File: src/rtl/dtn_pkg.sv
package dtn_pkg;
    typedef enum logic {
        ST_IDLE = 1'b0,
        ST_XFER = 1'b1
    } dtn_state_e;
endpackage

File: src/rtl/dtn_queue.sv
module dtn_queue #(
    parameter int DEPTH = 4,
    parameter int TAG_W = 4,
    localparam int IDX_W = (DEPTH > 1) ? $clog2(DEPTH) : 1,
    localparam int CNT_W = $clog2(DEPTH + 1)
) (
    input  logic             clk,
    input  logic             rst,
    input  logic             push,
    input  logic             push_wr,
    input  logic [TAG_W-1:0] push_tag,
    input  logic             pop,
    input  logic [IDX_W-1:0] pop_idx,
    output logic [TAG_W-1:0] slot_tag [DEPTH],
    output logic             slot_wr  [DEPTH],
    output logic [CNT_W-1:0] count
);
    logic [TAG_W-1:0] tag_q [DEPTH];
    logic             wr_q  [DEPTH];
    logic [CNT_W-1:0] cnt_q;
    logic [TAG_W-1:0] tag_d [DEPTH];
    logic             wr_d  [DEPTH];
    logic [CNT_W-1:0] cnt_left;

    assign cnt_left = cnt_q - CNT_W'(pop);

    // Close the gap left by a removed entry, then append at the tail.
    always_comb begin
        for (int i = 0; i < DEPTH; i++) begin
            if (pop && (i >= int'(pop_idx))) begin
                if (i < DEPTH - 1) begin
                    tag_d[i] = tag_q[(i + 1 < DEPTH) ? i + 1 : i];
                    wr_d[i]  = wr_q[(i + 1 < DEPTH) ? i + 1 : i];
                end else begin
                    tag_d[i] = '0;
                    wr_d[i]  = 1'b0;
                end
            end else begin
                tag_d[i] = tag_q[i];
                wr_d[i]  = wr_q[i];
            end
            if (push && (i == int'(cnt_left))) begin
                tag_d[i] = push_tag;
                wr_d[i]  = push_wr;
            end
        end
    end

    always_ff @(posedge clk) begin
        if (rst) begin
            for (int i = 0; i < DEPTH; i++) begin
                tag_q[i] <= '0;
                wr_q[i]  <= 1'b0;
            end
            cnt_q <= '0;
        end else begin
            for (int i = 0; i < DEPTH; i++) begin
                tag_q[i] <= tag_d[i];
                wr_q[i]  <= wr_d[i];
            end
            cnt_q <= cnt_left + CNT_W'(push);
        end
    end

    assign slot_tag = tag_q;
    assign slot_wr  = wr_q;
    assign count    = cnt_q;
endmodule

File: src/rtl/dtn_pick.sv
module dtn_pick #(
    parameter int DEPTH = 4,
    localparam int IDX_W = (DEPTH > 1) ? $clog2(DEPTH) : 1,
    localparam int CNT_W = $clog2(DEPTH + 1)
) (
    input  logic             slot_wr [DEPTH],
    input  logic [CNT_W-1:0] count,
    input  logic             wr_only,
    output logic [IDX_W-1:0] sel_idx
);
    logic             wr_found;
    logic [IDX_W-1:0] wr_idx;

    // Lowest occupied slot holding a write is the oldest write.
    always_comb begin
        wr_found = 1'b0;
        wr_idx   = '0;
        for (int i = DEPTH - 1; i >= 0; i--) begin
            if (slot_wr[i] && (i < int'(count))) begin
                wr_found = 1'b1;
                wr_idx   = IDX_W'(i);
            end
        end
        sel_idx = (wr_only && wr_found) ? wr_idx : '0;
    end
endmodule

File: src/rtl/dtn_sched.sv
module dtn_sched
    import dtn_pkg::*;
#(
    parameter int DEPTH = 4,
    parameter int TAG_W = 4,
    localparam int IDX_W = (DEPTH > 1) ? $clog2(DEPTH) : 1,
    localparam int CNT_W = $clog2(DEPTH + 1)
) (
    input  logic             clk,
    input  logic             rst,
    input  logic             enq_valid,
    input  logic             enq_is_wr,
    input  logic [TAG_W-1:0] enq_tag,
    input  logic             grant,
    input  logic             wr_only,
    input  logic             done,
    output logic             busy,
    output logic [TAG_W-1:0] cur_tag,
    output logic             cur_is_wr,
    output logic             full,
    output logic             empty,
    output logic             enq_reject
);
    dtn_state_e       state_q, state_d;
    logic [TAG_W-1:0] slot_tag [DEPTH];
    logic             slot_wr  [DEPTH];
    logic [CNT_W-1:0] count;
    logic [IDX_W-1:0] sel_idx;
    logic             accept;
    logic             push;
    logic [TAG_W-1:0] tag_q;
    logic             wr_q;

    assign full       = (count == CNT_W'(DEPTH));
    assign empty      = (count == '0);
    assign push       = enq_valid && !full;
    assign enq_reject = enq_valid && full;
    assign accept     = (state_q == ST_IDLE) && grant && !empty;

    dtn_queue #(.DEPTH(DEPTH), .TAG_W(TAG_W)) u_queue (
        .clk      (clk),
        .rst      (rst),
        .push     (push),
        .push_wr  (enq_is_wr),
        .push_tag (enq_tag),
        .pop      (accept),
        .pop_idx  (sel_idx),
        .slot_tag (slot_tag),
        .slot_wr  (slot_wr),
        .count    (count)
    );

    dtn_pick #(.DEPTH(DEPTH)) u_pick (
        .slot_wr (slot_wr),
        .count   (count),
        .wr_only (wr_only),
        .sel_idx (sel_idx)
    );

    always_comb begin
        state_d = state_q;
        unique case (state_q)
            ST_IDLE: if (accept) state_d = ST_XFER;
            ST_XFER: if (done)   state_d = ST_IDLE;
            default: state_d = ST_IDLE;
        endcase
    end

    always_ff @(posedge clk) begin
        if (rst) state_q <= ST_IDLE;
        else     state_q <= state_d;
    end

    always_ff @(posedge clk) begin
        if (rst) begin
            tag_q <= '0;
            wr_q  <= 1'b0;
        end else if (accept) begin
            tag_q <= slot_tag[sel_idx];
            wr_q  <= slot_wr[sel_idx];
        end
    end

    assign busy      = (state_q == ST_XFER);
    assign cur_tag   = tag_q;
    assign cur_is_wr = wr_q;
endmodule

File: config.mk
export PLATFORM = sky130hd
export DESIGN_NAME = dtn_sched
export DESIGN_NICKNAME = d
export VERILOG_FILES = /design/src/rtl/dtn_pkg.sv /design/src/rtl/dtn_queue.sv /design/src/rtl/dtn_pick.sv /design/src/rtl/dtn_sched.sv
export SDC_FILE = /design/constraint.sdc
export NUM_CORES = 1
export LEC_CHECK = 0
export BUFFER_PORTS_ARGS = -buffer_cell sky130_fd_sc_hd__buf_2
export CAP_MARGIN = 20
export CORE_ASPECT_RATIO = 0.9
export CORE_MARGIN = 2
export CORE_UTILIZATION = 44
export DETAILED_ROUTE_END_ITERATION = 8
export SYNTH_ARGS = -nofsm -noshare
export SYNTH_HDL_FRONTEND = slang
export SYNTH_HIERARCHICAL = 1
export SYNTH_SLANG_ARGS = --single-unit
File: constraint.sdc
create_clock -name clk -period 4.9 [get_ports clk]
set_input_delay 0.98 -clock clk [delete_from_list [all_inputs] [get_ports clk]]
set_output_delay 0.98 -clock clk [all_outputs]
set_load 0.05 [all_outputs]
**Word level (Yosys, flattened, before mapping)**

Index checks and enable logic that the tools add are counted.

- $add $sub $neg: 2
- Magnitude comparators: 8
- Equal/unequal tests: 4
- Muxes and demuxes: 34
- Bitwise gates (word level): 2
- Reductions and logical operators: 24

Operators with widths:

| cell | number |
|---|---|
| $mux 4 | 10 |
| $logic_and 1x1->1 | 16 |
| $mux 1 | 16 |
| $mux 2 | 5 |
| $bmux 4 s2 | 1 |
| $reduce_bool 2->1 | 4 |
| $eq 3x3->1 const A | 2 |
| $logic_not 3->1 | 2 |
| $lt 1x3->1 const A | 2 |
| $lt 2x3->1 const A | 2 |
| $ge 1x2->1 const A | 2 |
| $add 3x1->3 | 1 |
| $eq 2x3->1 const A | 1 |
| $eq 3x3->1 const B | 1 |
| $ge 3x3->1 const B | 1 |
| $not 2->3 | 1 |
| $sub 3x1->3 | 1 |
| $bmux 1 s2 | 1 |
| $ge 2x2->1 const A | 1 |
| $logic_not 1->1 | 2 |
| $pmux 1 s2 | 1 |
| $not 1->1 | 1 |

- Bits in registers: 29
- Input bits: 11
- Output and inout bits: 9
- Word-level logic and storage cells: 86

**Depth between registers and ports, before layout**

Gate-level depths: netlist (run 1).

- Depth in word-level cells: 12
- Depth in mapped cells: 10
- Gate-level depth less buffers: 8

**Modules after synthesis**

Netlist (run 1), hierarchy kept.

Modules (own cells, without submodules):

| module | times used | cells each | area each (um^2) | seq. area each (um^2) |
|---|---|---|---|---|
| dtn_queue | 1 | 119 | 1,209.9 | 460.4 |
| dtn_sched | 1 | 39 | 411.6 | 120.1 |
| dtn_pick | 1 | 8 | 57.6 | 0.0 |

**Least setup slack after synthesis (run 1)**

OpenSTA, ideal clock, no wires.

- Kind: flip-flop to output port
- Start: reg u_queue.cnt_q[2] (netlist: u_queue/count[2])
- End: out enq_reject
- Data arrival time: 2.305 ns
- Data required time: 3.920 ns
- Setup slack: 1.615 ns
- Stages on the path, launching flop included: 3
- Path buffers: 0
- Path through: dfxtp_1 -> nor3b_1 -> and2_1

- Cells in the longest elaborated chain, start to end: 2

RTL lines:

| what | RTL line | source |
|---|---|---|
| start: declaration | dtn_queue.sv:20 | `logic [CNT_W-1:0] cnt_q;` |
| start signal: assignment | dtn_queue.sv:61 | `cnt_q <= cnt_left + CNT_W'(push);` |
| $eq 3x3->1 | dtn_sched.sv:34 | `assign full = (count == CNT_W'(DEPTH));` |
| via full | dtn_sched.sv:20 | `output logic full,` |
| $logic_and 1x1->1 | dtn_sched.sv:37 | `assign enq_reject = enq_valid && full;` |
| end: declaration | dtn_sched.sv:22 | `output logic enq_reject` |

The timed path passes the listed nets, and every way through them passes these cells.

**Worst setup path after layout (run 1)**

- Start: in grant
- End: reg u_queue.wr_q (netlist bit u_queue/slot_wr[3])

- Cells in the longest elaborated chain, start to end: 6
- Elaborated cells between the ends (all ways): 8
- Classes of those cells: add/sub (1); mux (1); reduce/logical (6)

RTL lines:

| what | RTL line | source |
|---|---|---|
| start: declaration | dtn_sched.sv:14 | `input logic grant,` |
| $logic_and 1x1->1 (*) (2 in a row) | dtn_sched.sv:38 | `assign accept = (state_q == ST_IDLE) && grant && !empty;` |
| via accept | dtn_sched.sv:29 | `logic accept;` |
| $sub 3x1->3 | dtn_queue.sv:25 | `assign cnt_left = cnt_q - CNT_W'(pop);` |
| $logic_not 3->1 | dtn_queue.sv:42 | `if (push && (i == int'(cnt_left))) begin` |
| $logic_and 1x1->1 | dtn_queue.sv:42 |  |
| $mux 1 or $reduce_bool 2->1 (tied branches) | -- |  |
| end signal: indexed assignment | dtn_queue.sv:59 | `wr_q[i] <= wr_d[i];` |
| end: declaration | dtn_queue.sv:19 | `logic wr_q [DEPTH];` |

Mark *: on every way through the listed nets, which the timed path passes. The rest lies on a longest branch.
A chain may end at the register's enable or synchronous reset.

==> metrics.md, run 1 <==
| Metric | Value |
|---|---|
| PostCTS Resize Cnt | 0 |
| Final WS setup | 1.57 ns |
| Post-synth top flop | dfxtp_1 |
| Post-Syn Instances | 166 |
| Worst-Skew Late Latency | 0.28 ns |
| Clock share of power | 0.174 |
| Placed cell area | 1770 µm² |
| Cell area after synthesis | 1680 µm² |
| CP Data Required Time | 5.03 ns |
| # diodes | 0 |
| Initial antenna violation count | 0 |
| Die height | 62.6 µm |
| Max Freq | 0.300 GHz |
| Vias in the first global route | 1310 |
| TNS Setup | 0 ns |
| Status | finished, final reports clean |
| Critical Path AT | 3.46 ns |
| Startpoint class of the critical path | primary input |
| First-pass GRT wire length | 6470 µm |
| Total Nets Final | 198 |
| Commonest non-fill, non-tap cell in the layout | dfxtp_1 |
| CTS tree | done |
| Leakage Power | 0.000724 µW |
| Largest net degree at the start of global routing | 30 |
| PwrDens | 657 nW/µm² |
| Period utilization | 0.680 |
| Relative slew margins | 0.340 |
| Gpl congestion | 0.855 |
| Buffers on Ports | 19 |
| Ys Warns | 6 |
| Max-slew violations | 0 |
| Max Cap Viol | 0 |
| Grt ovf | 0 |
| H-tree depth | 2 |
| HPWL after DPL | 2890 µm |
| Row Count | 21 |
| Post-Syn Area per Cell | 10.1 µm² |
| ANT nets after route | 0 |
| Routed WL | 3800 µm |
| Core Area | 3680 µm² |
| Drt drc | 0 |
| Total power | 1230 µW |
| Drt first pass iters | 4 |
| Clock Tree Buf Depth | 2 |
| Register share of total power | 0.316 |
| RSZ-0062 raised after global routing | false |
| Tmin final | 3.33 ns |
| Final Non-Filler Cells | 232 |
| Comb pwr share | 0.510 |
| Via count | 1359 |
| Setup Crit Path Kind | primary input to flop |
| Synth unique cells | 40 |
| Setup Buffers After CTS | 0 |
| Peak supply drop | 0.000241 V |
| Drt initial violations | 79 |
| Post-synth EDFFs | 0 |
| Internal Power | 682 µW |
| FF+latch count, synth | 29 |
| Fin area | 1880 µm² |
| # fillers | 343 |
| Layout Skew | 0.0110 ns |
| Worst min-delay path class | flop to flop |
| Die Footprint | 4330 µm² |
| Layout cells sized above 1 | 0.290 |
| Mapped Nets | 179 |
| Crit path max fanout | 24 |
| I/O Pins | 20 |
| Register area share after synthesis | 0.346 |
| FFs w/ async S/R, synth | 0 |
| DP Cell Count | 224 |
| Clock Pin Slew Worst Setup and Hold Paths | 0.06 ns |
| Worst slack, placed | 1.34 ns |
| Total Routing Usage GR | 0.187 |
| Total CTS buffers | 5 |
| Worst-Margin Slew | 0.988 ns |
| Clock root cell | clkbuf_8 |
| Crit. End Element | flop |
| Final setup violation count | 0 |
| Die width | 69.1 µm |
| Sw frac | 0.446 |
| Synth-to-Final Area Change | 11.7% |
| Number of hold violations in the final report | 0 |
| Vias/cell | 5.86 |
| TritonCTS Sinks | 29 |
| Starting Density | 0.456 |
| P_sw | 550 µW |
| CTS Hold Bufs | 0 |
| Most frequent cells in the layout | dfxtp_1, buf_2, nor3_1 |
| WL/cell | 16.4 µm |
-- logic make-up after synthesis --
logic type                 count (synthesis)  share of synthesized area
AOI/OAI and AO/OA                         44                      0.205
muxes                                     20                      0.156
adders and majority gates                  2                     0.0149
xor gates and xnor gates                   3                     0.0201
and+or+nand+nor                           55                      0.200
DFF                                       29                      0.346
buffers and inverters                     13                     0.0574
-- per-stage QoR --
stage,utilization,hold slack [ns]
finish,0.510,0.473
global placement,0.482,0.460
CTS,0.510,0.484
global route,0.510,0.511
floorplan,-,0.534
detailed placement,0.482,0.475
-- Yosys cell counts (3+ instances only) --
master | n | area share
a211oi_1 | 6 | 0.027
a211oi_2 | 10 | 0.075
a21oi_1 | 12 | 0.036
and2b_1 | 5 | 0.022
buf_6 | 4 | 0.027
dfxtp_1 | 29 | 0.35
inv_1 | 4 | 0.0089
mux2i_1 | 15 | 0.089
mux4_2 | 5 | 0.067
nand3_1 | 11 | 0.033
nand3b_1 | 3 | 0.013
nor2_1 | 3 | 0.0067
nor2b_1 | 3 | 0.011
nor3_1 | 16 | 0.048
o21ai_1 | 9 | 0.027
-- layout make-up --
cell class	count	area, µm²	share of cell area
Tap cell	46	57.6	0.0307
Timing Repair Buffer	20	103	0.0547
Clock inverter	1	5.00	0.00267
Multi-Input combinational cell	124	1000	0.534
Inverter	5	31.3	0.0167
Sequential cell	29	581	0.310
Clock buffer	7	96.3	0.0514
-- power groups by stage --
stage / logic (µW) / clock network, µW / registers (µW)
floorplan: 545 / 0 / 390
global placement: 609 / 0 / 393
detailed placement: 623 / 0 / 394
CTS: 625 / 221 / 389
global route: 681 / 234 / 402
finish: 628 / 214 / 389
-- per-layer routing --
metal,track usage,vias to the layer above,routed length [µm],part of all wire
li1,-,659,-,-
met1,0.242,656,1740,0.46
met2,0.305,39,1850,0.49
met3,0.0468,5,171,0.045
met4,0.0613,0,36,0.0095
met5,0,-,0,0
-- registers in the layout (all words and copies together), names as in the netlist --
name              cells
u_queue/count         3
busy                  1
cur_tag               4
cur_is_wr             1
u_queue/slot_tag     16
u_queue/slot_wr       4
-- critical path, cell delays in order --
cell and delay (ns):
buf_2 0.08, or2b_2 0.35, nor2_1 0.42, ha_1 0.25, ha_1 0.23, xor2_2 0.75
or2_1 0.30, a211oi_1 0.10
-- worst paths after layout --
| check | slack (ns) | depth (start not counted) | from | endpoint |
|---|---|---|---|---|
| setup reg to reg | 1.88 | 8 | u_queue/count[2] | u_queue/slot_wr[3] |
| setup / recovery | 1.57 | 8 | grant | u_queue/slot_wr[3] |
| hold / removal | 0.47 | 2 | cur_tag[1] | cur_tag[1] |
| hold reg to reg | 0.47 | 2 | cur_tag[1] | cur_tag[1] |
Note: power is estimated with default switching activity, not from simulation.
==> inputs of run 2 (changes only) <==
- ABC_AREA: unset -> 1
- clock period: 4.9 -> 3.4 ns (I/O delays scaled with it)
==> metrics.md, run 2 <==
| Metric | Value |
|---|---|
| Status | finished, final reports clean |
| TritonCTS Sinks | 29 |
| Setup Crit Path Kind | primary input to flop |
| Mapped Nets | 306 |
| Total Routing Usage GR | 0.200 |
| Starting Density | 0.457 |
| Critical Path AT | 2.43 ns |
| Max Cap Viol | 0 |
| Top cell type's share of synthesized area | 0.314 |
| Hold path start | busy |
| Internal Power | 926 µW |
| Total CTS buffers | 5 |
| Total Nets Final | 327 |
| Sw frac | 0.526 |
| Setup Buffers After CTS | 0 |
| R2R cell count | 12 |
| Buffers on Ports | 19 |
| Clock Pin Slew Worst Setup and Hold Paths | 0.06 ns |
| Clock share of power | 0.141 |
| Layout cells sized above 1 | 0.162 |
| Post-synth EDFFs | 0 |
| Cell area after synthesis | 1850 µm² |
| Crit. End Element | flop |
| Worst-Margin Slew | 0.539 ns |
| Worst min-delay path class | flop to flop |
| Gpl congestion | 0.865 |
| RSZ-0062 raised after global routing | false |
| Tmin final | 2.22 ns |
| Commonest non-fill, non-tap cell in the layout | nand2_1 |
| Layout Skew | 0.00647 ns |
| P_sw | 1030 µW |
| Period utilization | 0.654 |
| H-tree depth | 2 |
| Crit path max fanout | 12 |
| Ys Warns | 6 |
| DP Cell Count | 355 |
| Clock Tree Buf Depth | 2 |
| PostCTS Resize Cnt | 0 |
| Initial antenna violation count | 0 |
| Post-synth top flop | dfxtp_1 |
| Post-Syn Area per Cell | 6.31 µm² |
| Final Non-Filler Cells | 363 |
| FF+latch count, synth | 29 |
| Max Freq | 0.450 GHz |
| Row Count | 22 |
| Largest net degree at the start of global routing | 26 |
| Post-Syn Instances | 293 |
| ANT nets after route | 0 |
| Max FFs per register | 16 |
| TNS Setup | 0 ns |
| Drt initial violations | 129 |
| Worst slack, placed | 0.889 ns |
| First-pass GRT wire length | 7240 µm |
| Clock root cell | clkbuf_8 |
| # fillers | 445 |
| Startpoint class of the critical path | primary input |
| CTS Hold Bufs | 0 |
| Die Footprint | 4740 µm² |
| Hold depth | 2 |
| Hold Path Sink | busy |
| WL/cell | 12.1 µm |
| Register share of total power | 0.278 |
| I/O Pins | 20 |
| Reg2reg start | u_queue/count[1] |
| Synth unique cells | 25 |
| Die width | 72.3 µm |
| Vias/cell | 4.91 |
| Synth-to-Final Area Change | 10.1% |
| Via count | 1783 |
| Commonest cells in the synthesized netlist | nand2_1, nand3_1, inv_1 |
| R2R Path End | u_queue/slot_tag[14] |
| Relative slew margins | 0.639 |
| CP Data Required Time | 3.61 ns |
| Peak supply drop | 0.000360 V |
| Drt first pass iters | 4 |
| Final setup violation count | 0 |
| Drt drc | 0 |
| Number of hold violations in the final report | 0 |
| Final WS setup | 1.18 ns |
| Most numerous cell in the Yosys netlist | nand2_1 |
| Leakage Power | 0.000980 µW |
| Final Util | 0.503 |
| # diodes | 0 |
| Synth top area cells | dfxtp_1, nand2_1, nand3_1 |
| Core Area | 4050 µm² |
| Comb pwr share | 0.581 |
| HPWL after DPL | 3220 µm |
| Routed WL | 4390 µm |
| Grt ovf | 0 |
| PwrDens | 959 nW/µm² |
| Max-slew violations | 0 |
| CTS tree | done |
| Yosys top cell by area | dfxtp_1 |
| Vias in the first global route | 1590 |
| FFs w/ async S/R, synth | 0 |
| Worst R2R Setup Slack | 1.20 ns |
| Worst-Skew Late Latency | 0.29 ns |
| Die height | 65.5 µm |
| Register area share after synthesis | 0.314 |
| Most frequent cells in the layout | nand2_1, nand3_1, inv_1 |
run 2: changes by cell type in the layout (fill, tap and decap cells not counted), sizes merged, moves of 13 or more:
cell	before	now
mux2i	15	0
a21oi	12	25
inv	4	52
nor3	16	2
nor2	3	20
a211oi	16	0
nand2	2	95
nand3	12	56
run 2: power groups by stage:
stage,Combinational (µW),Sequential (µW),Clock [µW]
floorplan,899,621,0
global route,1260,558,297
CTS,1140,543,282
global placement,1130,550,0
finish,1130,543,276
detailed placement,1130,550,0
run 2: routing by layer:
layer | part of all wire | global-route usage | vias up
met3 | 0.041 | 0.0414 | 7
met5 | 0 | 0 | -
li1 | - | - | 958
met4 | 0.015 | 0.0708 | 0
met1 | 0.50 | 0.273 | 783
met2 | 0.44 | 0.313 | 35
run 2: layout make-up:
| cell class | instances | area (µm²) | area share |
|---|---|---|---|
| multi-input cells | 205 | 1000 | 0.494 |
| clock buffers | 6 | 72.6 | 0.0356 |
| well taps | 48 | 60.1 | 0.0295 |
| flip-flops and latches | 29 | 581 | 0.285 |
| repair buffers | 21 | 110 | 0.0541 |
| inverters | 52 | 198 | 0.0971 |
| clock inverters | 2 | 10.0 | 0.00492 |
run 2: kinds of logic (layout without fill, tap and decap cells):
| family | Yosys count | count (layout) | synth area share |
|---|---|---|---|
| simple gates | 176 | 176 | 0.453 |
| buf+inv | 59 | 81 | 0.143 |
| compound gates | 27 | 27 | 0.0765 |
| flops | 29 | 29 | 0.314 |
| fa+ha+maj | 2 | 2 | 0.0135 |
run 2: worst max-delay path by stage:
stage / endpoint / startpoint / depth (start not counted) / slack (ns)
finish: u_queue/slot_tag[14] / grant / 13 / 1.18
global route: u_queue/slot_tag[12] / u_queue/count[1] / 12 / 0.93
CTS: u_queue/slot_tag[14] / grant / 13 / 1.18
detailed placement: u_queue/slot_tag[15] / grant / 13 / 0.89
global placement: u_queue/slot_tag[13] / grant / 13 / 0.91
floorplan: enq_reject / enq_valid / 2 / 0.56
run 2: per-stage QoR:
| stage | hold WS [ns] | power, µW | cell area [µm²] |
|---|---|---|---|
| 2_1_floorplan | 0.459 | 1520 | 1850 |
| 6_report | 0.476 | 1950 | 2040 |
| 3_5_place_dp | 0.471 | 1690 | 1950 |
| 4_1_cts | 0.480 | 1960 | 2040 |
| 5_1_grt | 0.497 | 2120 | 2040 |
| 3_3_place_gp | 0.473 | 1680 | 1950 |
run 2: worst max-delay path: stages:
cell and delay (ns):
buf_2 0.09, inv_1 0.04, nor2_1 0.04, nand2_2 0.20, inv_1 0.11, ha_1 0.19, ha_1 0.43, inv_4 0.11
nor2_8 0.16, nand2_4 0.11, nand2_1 0.10, nand2_1 0.05, a21oi_1 0.11
==> inputs of run 3 (changes only) <==
- clock period: 3.4 -> 2.1 ns (I/O delays scaled with it)
==> metrics.md, run 3 (synthesis results as in run 2) <==
| Metric | Value |
|---|---|
| Layout cells sized above 1 | 0.198 |
| ANT nets after route | 0 |
| Setup Crit Path Kind | flop to flop |
| Die height | 65.5 µm |
| Total Nets Final | 336 |
| Drt first pass iters | 4 |
| RSZ-0062 raised after global routing | false |
| Gpl congestion | 0.805 |
| Most used cell, CP | inv_1 |
| WL/cell | 12.0 µm |
| HPWL after DPL | 3320 µm |
| Vias/cell | 4.98 |
| Drt drc | 0 |
| Number of hold violations in the final report | 0 |
| First-pass GRT wire length | 7600 µm |
| Max FFs per register | 16 |
| Relative slew margins | 0.784 |
| PostCTS Resize Cnt | 0 |
| Crit path launch | u_queue/count[2] |
| Drt initial violations | 109 |
| Total Routing Usage GR | 0.214 |
| Max-slew violations | 0 |
| Max Freq | 0.529 GHz |
| Stages on worst setup path | 12 |
| TNS Setup | 0 ns |
| Starting Density | 0.457 |
| R2R Path End | u_queue/slot_tag[1] |
| H-tree depth | 2 |
| Worst slack, placed | 0.0545 ns |
| # diodes | 0 |
| Clock Pin Slew Worst Setup and Hold Paths | 0.07 ns |
| Area of the multi-input gates | 1030 µm² |
| Worst min-delay path class | primary input to flop |
| Vias in the first global route | 1665 |
| Startpoint class of the critical path | flop |
| Die Footprint | 4740 µm² |
| Clock Tree Buf Depth | 2 |
| Worst R2R Setup Slack | 0.21 ns |
| Final setup violation count | 0 |
| Crit path max fanout | 25 |
| Delay-heaviest family, CP | simple AND/OR/NAND/NOR gates |
| Period utilization | 0.901 |
| Worst-Skew Late Latency | 0.29 ns |
| CP Cell Sequence | inv_1 -> nand2_2 -> nand2_2 -> inv_1 -> ha_1 -> ha_4 -> inv_1 -> nand2_1 -> nand2_4 -> nand2_1 -> nand3_1 -> a21oi_1 |
| Status | finished, final reports clean |
| Total CTS buffers | 5 |
| Slowest cell delay on critical path | 0.32 ns |
| Initial antenna violation count | 0 |
| Reg2reg start | u_queue/count[2] |
| Leakage Power | 0.00104 µW |
| Crit. End Element | flop |
| Row Count | 22 |
| CP Data Required Time | 2.27 ns |
| CTS Hold Bufs | 0 |
| Layout Skew | 0.00521 ns |
| Largest net degree at the start of global routing | 26 |
| I/O Pins | 20 |
| R2R cell count | 12 |
| PwrDens | 1600 nW/µm² |
| Clock root cell | clkbuf_8 |
| Synth-to-Final Area Change | 16.9% |
| Peak supply drop | 0.000625 V |
| CTS tree | done |
| Buffers on Ports | 19 |
| Tmin final | 1.89 ns |
| CP Buf/Inv Count | 3 |
| Grt ovf | 0 |
| Capture point of the worst path | u_queue/slot_tag[1] |
| TritonCTS Sinks | 29 |
| Most frequent cells in the layout | nand2_1, nand3_1, inv_1 |
| Total power | 3460 µW |
| Routed WL | 4470 µm |
| Hold depth | 2 |
| # fillers | 451 |
| CP max-delay cell | dfxtp_1 |
| Sequential cell area | 582 µm² |
| Core Area | 4050 µm² |
| Max Cap Viol | 0 |
| Commonest non-fill, non-tap cell in the layout | nand2_1 |
| Via count | 1852 |
| Final WS setup | 0.208 ns |
| Die width | 72.3 µm |
| Setup Buffers After CTS | 0 |
| Critical Path AT | 2.07 ns |
| Worst-Margin Slew | 0.323 ns |
## run 3: where the power goes
part | switching (µW) | internal, µW
Sequential | 128 | 733
Clock | 224 | 386
Combinational | 1360 | 628
## run 3: layout make-up
| class | count | share of cell area |
|---|---|---|
| Clock buffer | 7 | 0.0399 |
| Clock inverter | 1 | 0.0139 |
| Inverter | 52 | 0.0914 |
| Multi-Input combinational cell | 205 | 0.476 |
| Sequential cell | 29 | 0.269 |
| Tap cell | 48 | 0.0278 |
| Timing Repair Buffer | 30 | 0.0822 |
## run 3: how the worst min path moves through the flow
stage / startpoint / endpoint / slack, ns
6_report: rst / busy / 0.36
5_1_grt: rst / u_queue/count[0] / 0.38
4_1_cts: rst / busy / 0.35
3_5_place_dp: busy / busy / 0.46
3_3_place_gp: busy / busy / 0.46
2_1_floorplan: u_queue/slot_tag[12] / u_queue/slot_tag[12] / 0.46
## run 3: worst reg2reg max path: cells and delay by family, from the launching register on
kind            cells  cell delay [ns]
flops               1             0.32
fa+ha+maj           2             0.37
compound gates      1             0.06
buf+inv             3             0.22
simple gates        6             0.81
## run 3: stage by stage
step                      hold slack, ns  area, µm²  instances  utilization
final                              0.357       2160        372        0.534
after floorplan                    0.459       1860        293            -
after global routing               0.378       2160        372        0.534
after detailed placement           0.465       2030        364        0.502
after global placement             0.462       2030        364        0.502
after CTS                          0.354       2150        372        0.531
## run 3: routing by layer
layer | track usage | wire, µm | part of all wire | up-vias
met5 | 0 | 0 | 0 | -
met4 | 0.0778 | 66 | 0.015 | 0
met3 | 0.0475 | 292 | 0.065 | 5
met2 | 0.344 | 1990 | 0.45 | 51
met1 | 0.282 | 2120 | 0.47 | 818
li1 | - | - | - | 978
